--- src/rtl/wcr_pkg.sv ---
package wcr_pkg;

  // Which source updated the wiper register in the current cycle.
  typedef enum logic [2:0] {
    SRC_NONE = 3'd0,
    SRC_POR  = 3'd1,
    SRC_XFER = 3'd2,
    SRC_HOST = 3'd3,
    SRC_STEP = 3'd4
  } wcr_src_e;

endpackage

--- src/rtl/wcr_step_unit.sv ---
module wcr_step_unit #(
  parameter int W = 8
) (
  input  logic [W-1:0] cur_pos,
  input  logic         dir_up,
  output logic [W-1:0] stepped_pos,
  output logic         at_rail
);

  localparam logic [W-1:0] TOP_POS = {W{1'b1}};
  localparam logic [W-1:0] BOT_POS = '0;

  // Saturating one-position move.
  function automatic logic [W-1:0] sat_step(input logic [W-1:0] v, input logic up);
    logic [W-1:0] r;
    if (up) r = (v == TOP_POS) ? v : v + 1'b1;
    else    r = (v == BOT_POS) ? v : v - 1'b1;
    return r;
  endfunction

  // True when a move in the given direction would leave the range.
  function automatic logic rail_hit(input logic [W-1:0] v, input logic up);
    return up ? (v == TOP_POS) : (v == BOT_POS);
  endfunction

  always_comb begin
    stepped_pos = sat_step(cur_pos, dir_up);
    at_rail     = rail_hit(cur_pos, dir_up);
  end

endmodule

--- src/rtl/wcr_load_arbiter.sv ---
module wcr_load_arbiter
  import wcr_pkg::*;
#(
  parameter int W      = 8,
  parameter int NREG   = 4,
  parameter int BANK_W = 2,
  parameter int SEL_W  = (NREG > 1) ? $clog2(NREG) : 1
) (
  input  logic              por_n,
  input  logic              host_wr_stb,
  input  logic [W-1:0]      host_wr_data,
  input  logic              xfer_stb,
  input  logic [BANK_W-1:0] xfer_bank,
  input  logic [SEL_W-1:0]  xfer_sel,
  input  logic [NREG*W-1:0] bank0_regs,
  input  logic              step_stb,
  input  logic [W-1:0]      stepped_pos,
  output logic [W-1:0]      next_pos,
  output logic              load_en,
  output logic              xfer_ok,
  output wcr_src_e          src
);

  localparam logic [BANK_W-1:0] HOME_BANK = '0;

  // Unpack the bank-0 words so they can be indexed.
  logic [W-1:0] bank_word [NREG];

  genvar g;
  generate
    for (g = 0; g < NREG; g++) begin : g_unpack
      assign bank_word[g] = bank0_regs[g*W +: W];
    end
  endgenerate

  // Only the home bank may feed the wiper register.
  function automatic logic bank_allowed(input logic [BANK_W-1:0] b);
    return b == HOME_BANK;
  endfunction

  // Fixed-priority pick among the active sources.
  function automatic wcr_src_e pick_source(input logic por_act, input logic xfer_act,
                                           input logic host_act, input logic step_act);
    wcr_src_e s;
    if      (por_act)  s = SRC_POR;
    else if (xfer_act) s = SRC_XFER;
    else if (host_act) s = SRC_HOST;
    else if (step_act) s = SRC_STEP;
    else               s = SRC_NONE;
    return s;
  endfunction

  always_comb begin
    xfer_ok = xfer_stb && bank_allowed(xfer_bank);
    src     = pick_source(!por_n, xfer_ok, host_wr_stb, step_stb);
    case (src)
      SRC_POR:  next_pos = bank_word[0];
      SRC_XFER: next_pos = bank_word[xfer_sel];
      SRC_HOST: next_pos = host_wr_data;
      SRC_STEP: next_pos = stepped_pos;
      default:  next_pos = stepped_pos;
    endcase
    load_en = (src != SRC_NONE);
  end

endmodule

--- src/rtl/wcr_tap_decoder.sv ---
module wcr_tap_decoder #(
  parameter int W = 8
) (
  input  logic [W-1:0]        pos,
  output logic [(1<<W)-1:0]   taps
);

  localparam int LO_W = W / 2;
  localparam int HI_W = W - LO_W;
  localparam int LO_N = 1 << LO_W;
  localparam int HI_N = 1 << HI_W;

  // Plain binary-to-one-hot decoders for each half of the position.
  function automatic logic [LO_N-1:0] dec_lo(input logic [LO_W-1:0] v);
    logic [LO_N-1:0] r;
    for (int i = 0; i < LO_N; i++) r[i] = (v == LO_W'(i));
    return r;
  endfunction

  function automatic logic [HI_N-1:0] dec_hi(input logic [HI_W-1:0] v);
    logic [HI_N-1:0] r;
    for (int i = 0; i < HI_N; i++) r[i] = (v == HI_W'(i));
    return r;
  endfunction

  logic [LO_N-1:0] lo_oh;
  logic [HI_N-1:0] hi_oh;

  always_comb begin
    lo_oh = dec_lo(pos[LO_W-1:0]);
    hi_oh = dec_hi(pos[W-1:LO_W]);
  end

  // Second stage: one AND gate per tap switch.
  genvar h, l;
  generate
    for (h = 0; h < HI_N; h++) begin : g_row
      for (l = 0; l < LO_N; l++) begin : g_col
        assign taps[h*LO_N + l] = hi_oh[h] & lo_oh[l];
      end
    end
  endgenerate

endmodule

--- src/rtl/wcr_wiper_core.sv ---
module wcr_wiper_core
  import wcr_pkg::*;
#(
  parameter int W      = 8,
  parameter int NREG   = 4,
  parameter int BANK_W = 2
) (
  input  logic                              clk,
  input  logic                              por_n,
  input  logic                              host_wr_stb,
  input  logic [W-1:0]                      host_wr_data,
  input  logic                              xfer_stb,
  input  logic [BANK_W-1:0]                 xfer_bank,
  input  logic [((NREG>1)?$clog2(NREG):1)-1:0] xfer_sel,
  input  logic [NREG*W-1:0]                 bank0_regs,
  input  logic                              step_stb,
  input  logic                              step_up,
  output logic [W-1:0]                      wiper_pos,
  output logic [(1<<W)-1:0]                 tap_en
);

  localparam int SEL_W = (NREG > 1) ? $clog2(NREG) : 1;

  // Internal events brought out as named wires for the checker.
  logic [W-1:0] stepped_pos;
  logic         step_at_rail;
  logic [W-1:0] next_pos;
  logic         load_en;
  logic         xfer_ok;
  wcr_src_e     src;
  logic [W-1:0] pos_q;

  wcr_step_unit #(.W(W)) step_i (
    .cur_pos     (pos_q),
    .dir_up      (step_up),
    .stepped_pos (stepped_pos),
    .at_rail     (step_at_rail)
  );

  wcr_load_arbiter #(.W(W), .NREG(NREG), .BANK_W(BANK_W), .SEL_W(SEL_W)) arb_i (
    .por_n        (por_n),
    .host_wr_stb  (host_wr_stb),
    .host_wr_data (host_wr_data),
    .xfer_stb     (xfer_stb),
    .xfer_bank    (xfer_bank),
    .xfer_sel     (xfer_sel),
    .bank0_regs   (bank0_regs),
    .step_stb     (step_stb),
    .stepped_pos  (stepped_pos),
    .next_pos     (next_pos),
    .load_en      (load_en),
    .xfer_ok      (xfer_ok),
    .src          (src)
  );

  // The volatile wiper register itself; the power-up preload acts as its reset.
  always_ff @(posedge clk) begin
    if (load_en) pos_q <= next_pos;
  end

  assign wiper_pos = pos_q;

  wcr_tap_decoder #(.W(W)) dec_i (
    .pos  (pos_q),
    .taps (tap_en)
  );

endmodule

--- config.mk ---
export PLATFORM = sky130hd
export DESIGN_NAME = wcr_wiper_core
export DESIGN_NICKNAME = d
export VERILOG_FILES = /design/src/rtl/wcr_pkg.sv /design/src/rtl/wcr_step_unit.sv /design/src/rtl/wcr_load_arbiter.sv /design/src/rtl/wcr_tap_decoder.sv /design/src/rtl/wcr_wiper_core.sv
export SDC_FILE = /design/constraint.sdc
export NUM_CORES = 1
export LEC_CHECK = 0
export BUFFER_PORTS_ARGS = -buffer_cell sky130_fd_sc_hd__buf_2
export CAP_MARGIN = 15
export CORE_AREA = 8 8 116 118
export CTS_BUF_LIST = sky130_fd_sc_hd__clkbuf_8
export CTS_CLUSTER_DIAMETER = 50
export DETAILED_ROUTE_END_ITERATION = 16
export DIE_AREA = 0 0 124 126
export PLACE_DENSITY = 0.66
export SYNTH_ARGS = -nofsm -noshare
export SYNTH_HDL_FRONTEND = slang
export SYNTH_SLANG_ARGS = --single-unit
--- constraint.sdc ---
create_clock -name clk -period 5.5 [get_ports clk]
set_clock_uncertainty 0.2 [all_clocks]
set_input_delay 1.1 -clock clk [delete_from_list [all_inputs] [get_ports clk]]
set_output_delay 1.1 -clock clk [all_outputs]
set_load 0.01 [all_outputs]
==> impl_metrics.sql <==
INSERT INTO impl_metrics (metric_group, metric, value, unit) VALUES
('global_route', 'grt_antenna_before_repair', '0', ''),
('synth', 'yosys_warnings', '0', ''),
('synth', 'mappedNetlistArea', '2389', 'µm²'),
('run_status', 'outcome', 'finished clean', ''),
('global_route', 'grt_util_all_layers', '18.09', '%'),
('sta', 'report.final.slew_viol_count', '0', ''),
('placement', 'routabilityCongestion', '0.8614', ''),
('global_route', 'grt_max_degree', '19', ''),
('clocking', 'clock-sinks', '8', ''),
('die', 'initial_standard_cell_utilization_of_the_core', '20.40', '%'),
('setup_path', 'critical_r2r_launch', 'wiper_pos[0]$_DFFE_PP_', ''),
('synth', 'synth_nets', '503', ''),
('synth', 'avgSynthCellArea', '5.355', 'µm²'),
('synth', 'top_area_cell_type_share_of_the_netlist_area', '41.96', '%'),
('power_and_ir_drop', 'p_total', '0.0004429', 'W'),
('hold_path', 'min_path_type', 'reg2reg', ''),
('synth', 'synth.distinct_cells', '37', ''),
('cells_and_area', 'final_layout_size_suffix_gt1_share', '46.64', '%'),
('setup_path', 'setup.worst_path.class', 'reg2out', ''),
('routing', 'detail_route.wl_per_cell', '18.40', 'µm'),
('setup_path', 'cp.required', '4.20', 'ns'),
('clocking', 'tritoncts_clock_tree', 'done', ''),
('setup_path', 'timing.rr.end', 'wiper_pos[7]$_DFFE_PP_', ''),
('setup_path', 'cp_max_fo', '16', ''),
('routing', 'drt_first_iter_violations', '277', ''),
('sta', 'timing_hold_violations_final', '0', ''),
('clocking', 'worstSkewPairLatency', '0.23', 'ns'),
('setup_path', 'setup.worst_path.start_class', 'flip-flop', ''),
('synth', 'netlist_top_cells_area', 'sky130_fd_sc_hd__nor2_1, sky130_fd_sc_hd__edfxtp_1, sky130_fd_sc_hd__mux4_2', ''),
('routing', 'route.final.wire_length', '15.85', 'mm'),
('global_route', 'gr_ovfl_total', '0', ''),
('clocking', 'cts_resized', '0', ''),
('setup_path', 'endpoint', 'tap_en[75]', ''),
('global_route', 'wire_length_of_the_first_global_routing_pass', '22.21', 'mm'),
('global_route', 'number_of_global_route_vias_before_repair', '3544', ''),
('clocking', 'number_of_hold_buffers_added_after_cts', '0', ''),
('setup_path', 'reg2reg_depth', '4', ''),
('power_and_ir_drop', 'vdd.ir_drop.worst', '76.08', 'µV'),
('clocking', 'cts_buffer_depth', '2', ''),
('power_and_ir_drop', 'power_density', '111.9', 'nW/µm²'),
('run', 'timing.max_cap.violations', '0', ''),
('sta', 'max_freq', '287.6', 'MHz'),
('routing', 'remaining_antenna_violation_count_after_routing', '0', ''),
('cells_and_area', 'filler_cell_count', '1302', ''),
('placement', 'dp.final_hpwl', '12.75', 'mm'),
('placement', 'dp_cells', '858', ''),
('cells_and_area', 'syn_to_final_growth', '65.69', '%'),
('sta', 'timing.final.setup_violations', '0', ''),
('clocking', 'cts.reportedPaths.clkPinSlew', '0.04', 'ns'),
('sta', 'layout_min_cycle_time', '3.477', 'ns'),
('synth', 'postSynthCellCount', '446', ''),
('routing', 'vias', '4098', ''),
('power_and_ir_drop', 'p_leak', '2.251', 'nW'),
('die', 'floorplan.die_area', '15620', 'µm²'),
('synth', 'synthDominantAreaCellType', 'sky130_fd_sc_hd__nor2_1', ''),
('sta', 'timing_worst_slew_pin_value', '0.9083', 'ns'),
('setup_path', 'worst_setup_path_end_kind', 'output pin', ''),
('die', 'rows', '40', ''),
('routing', 'avgViaCountPerCell', '4.760', ''),
('sta', 'timing.max_slew.rel_slack', '39.28', '%'),
('sta', 'grt_setup_unrepaired', 'false', ''),
('clocking', 'post_cts_repair_setup_buffers', '0', ''),
('cells_and_area', 'final_core_util', '33.79', '%'),
('routing', 'drt-pass1-iter-count', '5', ''),
('clocking', 'cts_htree_levels', '1', ''),
('clocking', 'cts_made_buffers', '3', ''),
('setup_path', 'worstPathArrival', '2.18', 'ns'),
('sta', 'layout_worst_path_cycle_share', '63.23', '%'),
('cells_and_area', 'diodes', '0', ''),
('die', 'io_pins', '314', ''),
('routing', 'drt_drc_violations_left', '0', ''),
('synth', 'synth.ff_latch_count', '8', ''),
('cells_and_area', 'largest_register_ffs', '8', ''),
('clocking', 'cts-root-buf', 'sky130_fd_sc_hd__clkbuf_8', ''),
('die', 'core_box_area', '11710', 'µm²'),
('die', 'die_w', '124', 'µm'),
('synth', 'synth.yosys.seq_area_share', '10.06', '%'),
('cells_and_area', 'post_layout_nonfiller_instances', '861', ''),
('setup_path', 'regToRegSetupSlack', '2.82', 'ns'),
('sta', 'fin_tns_setup', '0', 'ns'),
('die', 'die_h', '126', 'µm'),
('placement', 'io_buffer_count', '313', ''),
('cells_and_area', 'nets', '773', ''),
('setup_path', 'worst_setup_path_startpoint', 'wiper_pos[3]$_DFFE_PP_', '');
-- power by group --
| group | leakage (nW) | internal, W | switching, W |
|---|---|---|---|
| sequential | 0.0816 | 0.0000789 | 0.0000226 |
| clock | 0.0216 | 0.0000474 | 0.0000226 |
| combinational | 2.15 | 0.0000867 | 0.000185 |
-- worst min-delay path by stage --
stage	startpoint	to	slack, ns	cells after the start
floorplan	wiper_pos[3]$_DFFE_PP_	wiper_pos[3]$_DFFE_PP_	0.64	3
global placement	wiper_pos[0]$_DFFE_PP_	wiper_pos[0]$_DFFE_PP_	0.75	1
detailed placement	wiper_pos[0]$_DFFE_PP_	wiper_pos[0]$_DFFE_PP_	0.75	1
CTS	wiper_pos[0]$_DFFE_PP_	wiper_pos[0]$_DFFE_PP_	0.76	1
global route	wiper_pos[0]$_DFFE_PP_	wiper_pos[0]$_DFFE_PP_	0.82	1
finish	wiper_pos[0]$_DFFE_PP_	wiper_pos[0]$_DFFE_PP_	0.77	1
-- critical path, cell delays in order (launching register included) --
cell and delay (ns):
sky130_fd_sc_hd__edfxtp_1 0.50, sky130_fd_sc_hd__nor2b_1 0.28, sky130_fd_sc_hd__nand3_1 0.69, sky130_fd_sc_hd__nor2_1 0.29, sky130_fd_sc_hd__buf_2 0.17
-- cells by family after synthesis --
family / Yosys count / share of synthesized area (%)
buffers and inverters: 49 / 9.481
XOR/XNOR: 2 / 0.7335
adder cells (fa/ha/maj): 7 / 3.981
flip-flops: 8 / 10.06
multiplexers: 8 / 7.543
AND/OR/NAND/NOR: 333 / 57.67
AO/OA/AOI/OAI: 39 / 10.53
-- cell type report --
| cell class | count | area [µm²] | area share (%) |
|---|---|---|---|
| inverters | 1 | 3.754 | 0.09485 |
| flip-flops and latches | 8 | 240.2 | 6.070 |
| well taps | 147 | 183.9 | 4.647 |
| repair buffers | 313 | 1567 | 39.58 |
| clock buffers | 3 | 41.29 | 1.043 |
| multi-input cells | 389 | 1922 | 48.56 |
-- routing by layer --
layer | global-route usage (%) | vias up | routed length (µm)
li1 | - | 1967 | -
met1 | 19.85 | 1878 | 5768
met2 | 33.93 | 233 | 8178
met3 | 4.155 | 20 | 1634
met4 | 3.922 | 0 | 263
met5 | 0 | - | 0
-- cells in the mapped netlist, drive strengths merged --
master	instances
nand3b	5
a21o	4
a211oi	4
buf	14
nor3b	3
or2	1
nor2	268
nor3	1
inv	1
nand4	2
edfxtp	8
a31oi	2
o21ai	12
mux4	8
a21oi	6
o22ai	4
a2111o	1
clkbuf	34
nor4	1
nand3	16
a31o	2
nand2	23
a221oi	1
or3b	1
fa	1
xnor2	1
xor2	1
nor2b	9
o211ai	2
or4	2
ha	6
nand2b	1
o21a	1
-- cell usage in the layout, fill, tap and decap left out, types with 5 or more instances in the layout --
cell                       Yosys  final
sky130_fd_sc_hd__mux4_2        8      8
sky130_fd_sc_hd__edfxtp_1      8      8
sky130_fd_sc_hd__nand3_1      16     16
sky130_fd_sc_hd__nor2_1      267    267
sky130_fd_sc_hd__nand2_1      23     23
sky130_fd_sc_hd__ha_1          6      6
sky130_fd_sc_hd__a21oi_1       6      6
sky130_fd_sc_hd__nor2b_1       9      9
sky130_fd_sc_hd__nand3b_1      5      5
sky130_fd_sc_hd__buf_2        10    313
sky130_fd_sc_hd__o21ai_0      11     11
-- through the flow --
step                      instance area [µm²]  worst slack (ns)  hold WS (ns)
after detailed placement                 3916             2.264        0.7524
after CTS                                3958             2.020        0.7594
after global routing                     3958             1.778        0.8233
after global placement                   3916             2.311        0.7486
final                                    3958             2.023        0.7737
after floorplan                          2389             2.565        0.6440
Power figures use the tool's default switching activity.
